### src/rtl/hdlc_tx_pkg.sv
package hdlc_tx_pkg;

  localparam int unsigned BYTE_W = 8;
  localparam int unsigned FCS_W  = 16;

  localparam logic [BYTE_W-1:0] FLAG_PAT  = 8'h7E;
  localparam logic [BYTE_W-1:0] ABORT_PAT = 8'hFE;

  typedef enum logic [2:0] {
    ST_IDLE,
    ST_DATA,
    ST_FCS,
    ST_CLOSE,
    ST_ABORT
  } tx_state_e;

  // Reflected CRC update over one byte, low bit first.
  function automatic logic [FCS_W-1:0] crc_step(input logic [FCS_W-1:0] c,
                                                input logic [BYTE_W-1:0] d,
                                                input logic [FCS_W-1:0] poly);
    logic [FCS_W-1:0] r;
    logic fb;
    r = c;
    for (int i = 0; i < BYTE_W; i++) begin
      fb = r[0] ^ d[i];
      r  = r >> 1;
      if (fb) r = r ^ poly;
    end
    return r;
  endfunction

endpackage

### src/rtl/hdlc_tx_crc.sv
module hdlc_tx_crc
  import hdlc_tx_pkg::*;
#(
  parameter logic [FCS_W-1:0] POLY   = 16'h8408,
  parameter logic [FCS_W-1:0] PRESET = 16'hFFFF
) (
  input  logic              clk,
  input  logic              rst_n,
  input  logic              init,
  input  logic              upd,
  input  logic [BYTE_W-1:0] din,
  output logic [FCS_W-1:0]  crc
);

  always_ff @(posedge clk) begin
    if (!rst_n) crc <= PRESET;
    else if (upd) crc <= crc_step(init ? PRESET : crc, din, POLY);
  end

endmodule

### src/rtl/hdlc_tx_shifter.sv
module hdlc_tx_shifter #(
  parameter int unsigned SYM_W   = 16,
  parameter int unsigned RUN_LEN = 5,
  parameter logic [SYM_W-1:0] RST_SYM = 16'h007E,
  parameter int unsigned RST_LEN = 8,
  localparam int unsigned LEN_W = $clog2(SYM_W + 1),
  localparam int unsigned RUN_W = $clog2(RUN_LEN + 1)
) (
  input  logic             clk,
  input  logic             rst_n,
  input  logic             bit_en,
  input  logic             cut,
  input  logic [SYM_W-1:0] ld_sym,
  input  logic [LEN_W-1:0] ld_len,
  input  logic             ld_stuff,
  output logic             sym_end,
  output logic             tx_bit
);

  logic [SYM_W-1:0] sh;
  logic [LEN_W-1:0] cnt;
  logic             stuff_cur;
  logic [RUN_W-1:0] ones;
  logic             stuff_now;

  assign stuff_now = (ones == RUN_W'(RUN_LEN));
  assign sym_end   = bit_en && !stuff_now && (cnt == LEN_W'(1));

  always_ff @(posedge clk) begin
    if (!rst_n) begin
      sh        <= RST_SYM;
      cnt       <= LEN_W'(RST_LEN);
      stuff_cur <= 1'b0;
      ones      <= '0;
      tx_bit    <= 1'b1;
    end else if (bit_en) begin
      if (cut) begin
        tx_bit    <= ld_sym[0];
        sh        <= ld_sym >> 1;
        cnt       <= ld_len - 1'b1;
        stuff_cur <= ld_stuff;
        ones      <= (ld_stuff && ld_sym[0]) ? RUN_W'(1) : '0;
      end else if (stuff_now) begin
        tx_bit <= 1'b0;
        ones   <= '0;
      end else begin
        tx_bit <= sh[0];
        ones   <= (stuff_cur && sh[0]) ? ones + 1'b1 : '0;
        if (cnt == LEN_W'(1)) begin
          sh        <= ld_sym;
          cnt       <= ld_len;
          stuff_cur <= ld_stuff;
        end else begin
          sh  <= sh >> 1;
          cnt <= cnt - 1'b1;
        end
      end
    end
  end

  // a full run of ones is always followed by a zero on the line
  p_stuff_zero_r4: assert property (@(posedge clk) disable iff (!rst_n)
    (bit_en && stuff_now && !cut) |=> !tx_bit);

  // the line only moves on enabled cycles
  p_hold_r11: assert property (@(posedge clk) disable iff (!rst_n)
    !bit_en |=> $stable(tx_bit));

  // a symbol always has bits left to send
  p_len_r2: assert property (@(posedge clk) disable iff (!rst_n)
    cnt != '0);

endmodule

### src/rtl/hdlc_tx.sv
module hdlc_tx
  import hdlc_tx_pkg::*;
#(
  parameter int unsigned       RUN_LEN    = 5,
  parameter logic [FCS_W-1:0]  CRC_POLY   = 16'h8408,
  parameter logic [FCS_W-1:0]  CRC_PRESET = 16'hFFFF
) (
  input  logic              clk,
  input  logic              rst_n,
  input  logic              bit_en,
  input  logic [BYTE_W-1:0] s_data,
  input  logic              s_valid,
  input  logic              s_last,
  output logic              s_ready,
  input  logic              fcs_inhibit,
  input  logic              abort_req,
  output logic              tx_bit,
  output logic              eop,
  output logic              underflow
);

  localparam int unsigned SYM_W = FCS_W;
  localparam int unsigned LEN_W = $clog2(SYM_W + 1);
  localparam logic [SYM_W-1:0] FLAG_SYM  = SYM_W'(FLAG_PAT);
  localparam logic [SYM_W-1:0] ABORT_SYM = SYM_W'(ABORT_PAT);

  tx_state_e        state, nxt_state;
  logic             last_seen, first_byte, inh_q, abort_pend;
  logic             eop_q, uf_q;
  logic             sym_end, in_frame, do_cut, can_take, accept;
  logic [SYM_W-1:0] nxt_sym;
  logic [LEN_W-1:0] nxt_len;
  logic             nxt_stuff, crc_init, crc_upd, uf_set, eop_set;
  logic [FCS_W-1:0] crc_val;

  assign in_frame  = (state == ST_DATA) || (state == ST_FCS);
  assign do_cut    = bit_en && abort_pend && in_frame;
  assign can_take  = (state == ST_IDLE) || ((state == ST_DATA) && !last_seen);
  assign s_ready   = sym_end && can_take && !do_cut;
  assign accept    = s_ready && s_valid;
  assign eop       = eop_q;
  assign underflow = uf_q;

  always_comb begin
    nxt_sym   = FLAG_SYM;
    nxt_len   = LEN_W'(BYTE_W);
    nxt_stuff = 1'b0;
    nxt_state = state;
    crc_init  = 1'b0;
    crc_upd   = 1'b0;
    uf_set    = 1'b0;
    eop_set   = 1'b0;
    if (do_cut) begin
      nxt_sym   = ABORT_SYM;
      nxt_state = ST_ABORT;
    end else if (sym_end) begin
      unique case (state)
        ST_IDLE: if (s_valid) begin
          nxt_sym   = SYM_W'(s_data);
          nxt_stuff = 1'b1;
          nxt_state = ST_DATA;
          crc_init  = 1'b1;
          crc_upd   = 1'b1;
        end
        ST_DATA: begin
          if (last_seen) begin
            if (first_byte) begin
              nxt_sym   = ABORT_SYM;
              nxt_state = ST_ABORT;
            end else if (inh_q) begin
              nxt_state = ST_CLOSE;
            end else begin
              nxt_sym   = ~crc_val;
              nxt_len   = LEN_W'(FCS_W);
              nxt_stuff = 1'b1;
              nxt_state = ST_FCS;
            end
          end else if (s_valid) begin
            nxt_sym   = SYM_W'(s_data);
            nxt_stuff = 1'b1;
            crc_upd   = 1'b1;
          end else begin
            nxt_sym   = ABORT_SYM;
            nxt_state = ST_ABORT;
            uf_set    = 1'b1;
          end
        end
        ST_FCS:   nxt_state = ST_CLOSE;
        ST_CLOSE: begin
          nxt_state = ST_IDLE;
          eop_set   = 1'b1;
        end
        default:  nxt_state = ST_IDLE;
      endcase
    end
  end

  always_ff @(posedge clk) begin
    if (!rst_n) begin
      state      <= ST_IDLE;
      last_seen  <= 1'b0;
      first_byte <= 1'b0;
      inh_q      <= 1'b0;
      abort_pend <= 1'b0;
      eop_q      <= 1'b0;
      uf_q       <= 1'b0;
    end else begin
      state <= nxt_state;
      eop_q <= eop_set;
      uf_q  <= uf_set;
      if (accept) begin
        last_seen  <= s_last;
        first_byte <= (state == ST_IDLE);
        if (state == ST_IDLE) inh_q <= fcs_inhibit;
      end
      if (do_cut || !in_frame) abort_pend <= 1'b0;
      else if (abort_req)      abort_pend <= 1'b1;
    end
  end

  hdlc_tx_crc #(.POLY(CRC_POLY), .PRESET(CRC_PRESET)) u_crc (
    .clk  (clk),
    .rst_n(rst_n),
    .init (crc_init),
    .upd  (crc_upd),
    .din  (s_data),
    .crc  (crc_val)
  );

  hdlc_tx_shifter #(
    .SYM_W  (SYM_W),
    .RUN_LEN(RUN_LEN),
    .RST_SYM(FLAG_SYM),
    .RST_LEN(BYTE_W)
  ) u_shift (
    .clk     (clk),
    .rst_n   (rst_n),
    .bit_en  (bit_en),
    .cut     (do_cut),
    .ld_sym  (nxt_sym),
    .ld_len  (nxt_len),
    .ld_stuff(nxt_stuff),
    .sym_end (sym_end),
    .tx_bit  (tx_bit)
  );

  // an accepted byte always leaves the transmitter sending data
  p_accept_r3: assert property (@(posedge clk) disable iff (!rst_n)
    (s_ready && s_valid) |=> (state == ST_DATA));

  // completion and underflow never coincide
  p_excl_r7: assert property (@(posedge clk) disable iff (!rst_n)
    $onehot0({eop, underflow}));

  // an underflow pulse always comes with the abort pattern
  p_uf_abort_r8: assert property (@(posedge clk) disable iff (!rst_n)
    underflow |-> (state == ST_ABORT));

  // a pending abort starts with a zero on the next enabled bit
  p_abort_cut_r9: assert property (@(posedge clk) disable iff (!rst_n)
    (bit_en && abort_pend && in_frame) |=> (state == ST_ABORT && !tx_bit));

  // a one-byte packet ends in an abort without underflow
  p_short_r10: assert property (@(posedge clk) disable iff (!rst_n)
    (sym_end && state == ST_DATA && last_seen && first_byte && !abort_pend)
      |=> (state == ST_ABORT && !underflow));

endmodule

### config.mk
export PLATFORM = sky130hd
export DESIGN_NAME = hdlc_tx
export DESIGN_NICKNAME = d
export VERILOG_FILES = /design/src/rtl/hdlc_tx_pkg.sv /design/src/rtl/hdlc_tx_crc.sv /design/src/rtl/hdlc_tx_shifter.sv /design/src/rtl/hdlc_tx.sv
export SDC_FILE = /design/constraint.sdc
export NUM_CORES = 1
export LEC_CHECK = 0
export CORE_ASPECT_RATIO = 0.6
export CORE_UTILIZATION = 40
export CTS_BUF_LIST = sky130_fd_sc_hd__clkbuf_2
export DETAILED_ROUTE_END_ITERATION = 10
export DONT_BUFFER_PORTS = 1
export PLACE_DENSITY = 0.68
export SKIP_CTS_REPAIR_TIMING = 1
export SLEW_MARGIN = 20
export SYNTH_ARGS = -nofsm -noshare
export SYNTH_HDL_FRONTEND = slang
export SYNTH_SLANG_ARGS = --single-unit
### constraint.sdc
create_clock -name clk -period 1.86 [get_ports clk]
set_input_delay 0.279 -clock clk [delete_from_list [all_inputs] [get_ports clk]]
set_output_delay 0.279 -clock clk [all_outputs]
set_load 0.1 [all_outputs]
-- Word-level counts from Yosys, hierarchy flattened
Cells that the tools add are included.
- add/subtract/negate cells: 3
- equal/unequal tests: 10
- mux-type cells: 76
- bitwise operators: 20
- reductions and logical operators: 29
- operator list (cell ; number):
    $mux W16 ; 31
    $mux W5 ; 9
    $pmux W16 S2 ; 1
    $mux W3 ; 9
    $not A2 Y3 ; 8
    $mux W1 ; 21
    $mux W8 ; 2
    $not A16 Y16 ; 1
    $logic_and A1 B1 Y1 ; 10
    $sub A5 B1 Y5 const B ; 2
    $pmux W3 S3 ; 1
    $reduce_and A3 Y1 ; 3
    $xor A1 B1 Y1 ; 8
    $eq A3 B2 Y1 const B ; 2
    $ne A3 B3 Y1 const B ; 2
    $eq A5 B1 Y1 const B ; 1
    $reduce_or A5 Y1 ; 1
    $logic_not A1 Y1 ; 4
    $ne A2 B2 Y1 const B ; 2
    $ne A4 B4 Y1 const B ; 1
    $pmux W1 S2 ; 2
    $reduce_and A2 Y1 ; 2
    $reduce_bool A2 Y1 ; 2
    $reduce_or A2 Y1 ; 2
    other kinds (7) ; 11
- bits in registers: 51
- bits of input ports: 15
- output and inout port bits: 4
- logic and storage cells: 152

-- Longest topological paths before layout
- depth after elaboration: 37
- mapped depth: 9

-- Modules after synthesis
Synthesis repeated with hierarchy kept, for this count alone.
- cells, all modules: 420
- area total of the unflattened synthesis: 3505.9 µm²
- by module, submodules not included (module ; times used ; cells an instance ; area an instance (µm²)):
    hdlc_tx_shifter ; 1 ; 201 ; 1645.3
    hdlc_tx_crc ; 1 ; 111 ; 1033.5
    hdlc_tx ; 1 ; 108 ; 827.0

-- Least setup slack after synthesis
No wires, ideal clock.
- path kind: register to output
- start: register u_shift.cnt[0]
- end: output port s_ready
- data arrival time: 2869 ps
- data required time: 1581 ps
- slack: -1288 ps
- cell stages (with the launch flop): 6
- buffers on the path: 0
- cell sequence: dfxtp_1 > ha_1 > or4b_4 > nor2_8 > nand3_4 > a21oi_1
- cells in the longest elaborated chain, start to end: 4
- RTL lines (item ; RTL line ; RTL):
    from (decl) ; hdlc_tx_shifter.sv:21 ; logic [LEN_W-1:0] cnt;
    from (signal assigned) ; hdlc_tx_shifter.sv:32 ; cnt <= LEN_W'(RST_LEN);
    from (signal assigned) ; hdlc_tx_shifter.sv:40 ; cnt <= ld_len - 1'b1;
    from (signal assigned) ; hdlc_tx_shifter.sv:51 ; cnt <= ld_len;
    $eq A5 B1 Y1 ; hdlc_tx_shifter.sv:27 ; assign sym_end = bit_en && !stuff_now && (cnt == LEN_W'(1));
    $logic_and A1 B1 Y1 ; hdlc_tx_shifter.sv:27 ;
    $logic_and A1 B1 Y1 (2 in a row) ; hdlc_tx.sv:39 ; assign s_ready = sym_end && can_take && !do_cut;
    to (decl) ; hdlc_tx.sv:14 ; output logic s_ready,
Every way passes these cells.

-- Worst setup path in the final report
- start: register u_shift.cnt[1]
- end: output port s_ready
Same word-level chain as after synthesis.

==> qor.yml <==
antenna_cells: 0
ant_nets: 0
synth_area_leaders: "dfxtp_1 34%, xnor2_1 5.9%, nor2_1 5.8%"
rr_endpoint: "u_shift.sh[6]"
critPathTopFamily: "simple AND/OR/NAND/NOR gates"
cts_buffer_depth: 2
first_iter_violations: 247
vdd_drop_max_uv: 327
hold_viol: 0
numCtsBuffers: 5
final_area_um2: 4030
dp.cells: 484
gp_congestion: 0.864
ys_warn_count: 0
r2r.worst_path.cells: 9
ys_seq_area_frac: 0.343
core_um2: 6940
synth.most_common_cell: "dfxtp_1"
slew_violations: 0
start_util: 0.430
rrSetupSlack_ps: -210
crit_chain: "inv_2, ha_4, or4b_4, nor2_8, nand3_4, a21oi_4, buf_12"
io_buffers: 0
grt_use_total: 0.223
fp.dieW_um: 113
cts.clk_slew.worst_paths_ps: 300
root_buffer: "clkbuf_2"
grt_first_pass_wirelength_mm: 13.0
die-area_um2: 7810
relSlewSlack: 0.338
drc_errors: 0
grt_max_degree: 25
cp.arrival_ps: 2170
hold_class: "primary input to register"
antenna_found_initial: 0
critical_path.max_stage_delay_ps: 510
ys_top_cells_by_count: "51 x dfxtp_1, 46 x nor2_1, 39 x nand2_1, 20 x a21oi_1, 20 x xnor2_1"
critical_path.slowest_cell: "or4b_4"
cp-startpoint: "u_shift.cnt[1]"
hold_start: "bit_en"
post-route-min-period_ps: 2450
grt_pass1_vias: 2350
final_cells: 516
synth_cell_types: 55
ys_seq_elements: 51
yosys.area.top_type: "dfxtp_1"
drt_first_pass_iters: 5
critPathLaunchType: "register"
viasPerCell: 5.66
critPathKind: "register to output pin"
dpl.hpwl_mm: 6.22
area_delta_synth_final_pct: 35.4
setup_violations: 30
maxCapViolations: 0
max_freq_mhz: 408
htree_num_levels: 2
p_leak_uw: 0.00159
num-nets-final: 434
synth_flop_cell: "dfxtp_1"
clock_sinks: 51
synthCells: 357
gr-total-overflow: 0
rsz0062_at_grt: "true"
synthesis.area_um2: 2980
clkLatencyLatePin_ps: 500
cts_tree: "built"
synth-edff-count: 0
cp-end-kind: "output pin"
vias: 2923
syn_avg_cell_area_um2: 8.34
rr_startpoint: "u_shift.cnt[1]"
routed_wl_mm: 9.40
failed_checks: "setup timing"
post_route_cells_drive_above_1_share: 0.334
place_area_um2: 3410
io_pins: 19
tightest_slew_ps: 990
skew_ps: 26.5
critPathBufInv: 2
critPathMaxFanout: 5
yosysTopAreaCellShare: 0.343
cp.required_ps: 1580
min_to: "u_shift.tx_bit"
power_density_nw_per_um2: 536
wl_per_cell_um: 18.2
rows: 23
status: "finished with violations"
dieHeight_um: 68.9
fin_crit_sh: 1.32
min_delay_path_depth: 3
setup_slack_ps: -591
synthArstFlopShare: 0
synthesis.nets: 376
==> through the flow <==
step                      worst slack, ps   util  TNS [ps]  hold slack (ps)  power, µW
after floorplan                      -263      -      -263              398       1440
after global placement               -126  0.491      -649              349       1530
after detailed placement             -148  0.491     -1420              356       1530
after CTS                            -630  0.499     -2720             -201       2070
after global routing                 -681  0.582     -7180             44.1       2250
final                                -591  0.582     -4140             34.5       2160
==> final cells by class <==
cell class,instances,area (µm²)
Clock buffer,5,25.0
Inverter,11,41.3
Fill cell,586,2900
Timing Repair Buffer,76,696
Sequential cell,51,1030
Clock inverter,3,28.8
Tap cell,100,125
Multi-Input combinational cell,270,2090
==> layer usage <==
layer  part of all wire  global-route usage
met5                  0                   0
met4             0.0061              0.0493
met3              0.098              0.0559
met2               0.42               0.310
met1               0.47               0.339
==> worst register-to-register path: stages (launching register included) <==
cell,delay (ps)
dfxtp_2,400
inv_2,70
ha_4,120
or4b_4,510
nor2_8,130
nand3_4,120
buf_4,170
a221oi_2,180
buf_4,170
o221ai_1,90
==> kinds of logic (layout without fill, tap and decap cells) <==
kind of cell               after synthesis  after routing  share of synthesized area
AOI/OAI and AO/OA                       95             95                      0.227
xor gates and xnor gates                32             32                      0.102
adders and majority gates                4              4                     0.0168
buffers and inverters                   36             95                     0.0647
DFF                                     51             51                      0.343
muxes                                    3              3                     0.0101
and+or+nand+nor                        136            136                      0.237
==> flip-flops by register name, summed over array words and instances, names as in the netlist <==
name	flops
eop	1
state	3
underflow	1
abort_pend	1
last_seen	1
u_shift.ones	3
u_shift.cnt	5
u_shift.tx_bit	1
first_byte	1
u_shift.stuff_cur	1
u_crc.crc	16
inh_q	1
u_shift.sh	16
==> cells in the final DEF (no fill, tap or decap), drive strengths merged, types with 3 or more instances in the layout <==
cell type | Yosys | layout
xor2 | 9 | 9
xnor2 | 23 | 23
ha | 4 | 4
a211oi | 3 | 3
o221ai | 5 | 5
nor3 | 13 | 13
buf | 15 | 68
nand3 | 8 | 8
nor2 | 47 | 47
a21o | 7 | 7
and3 | 3 | 3
o311ai | 9 | 9
a31oi | 9 | 9
nor3b | 3 | 3
o211ai | 12 | 12
dfxtp | 51 | 51
a21oi | 21 | 21
a221oi | 5 | 5
mux2i | 3 | 3
inv | 11 | 12
o21ai | 12 | 12
dlygate4sd3 | 0 | 7
clkbuf | 10 | 6
nand2 | 40 | 40
nand2b | 6 | 6
nor2b | 3 | 3
==> power by group <==
group          switching (µW)  total, µW  internal [µW]  leakage [µW]
clock                     438        548            110     0.0000351
sequential               25.3       1160           1140      0.000418
combinational             242        453            211       0.00113
==> how the worst max path moves through the flow <==
stage                    endpoint  slack, ps  depth (start not counted)
global placement    u_shift.sh[1]       -130                          8
finish                    s_ready       -590                          7
detailed placement  u_shift.sh[1]       -150                          8
floorplan                 s_ready       -260                          6
global route              s_ready       -680                          7
CTS                       s_ready       -630                          7
Power figures use the tool's default switching activity.
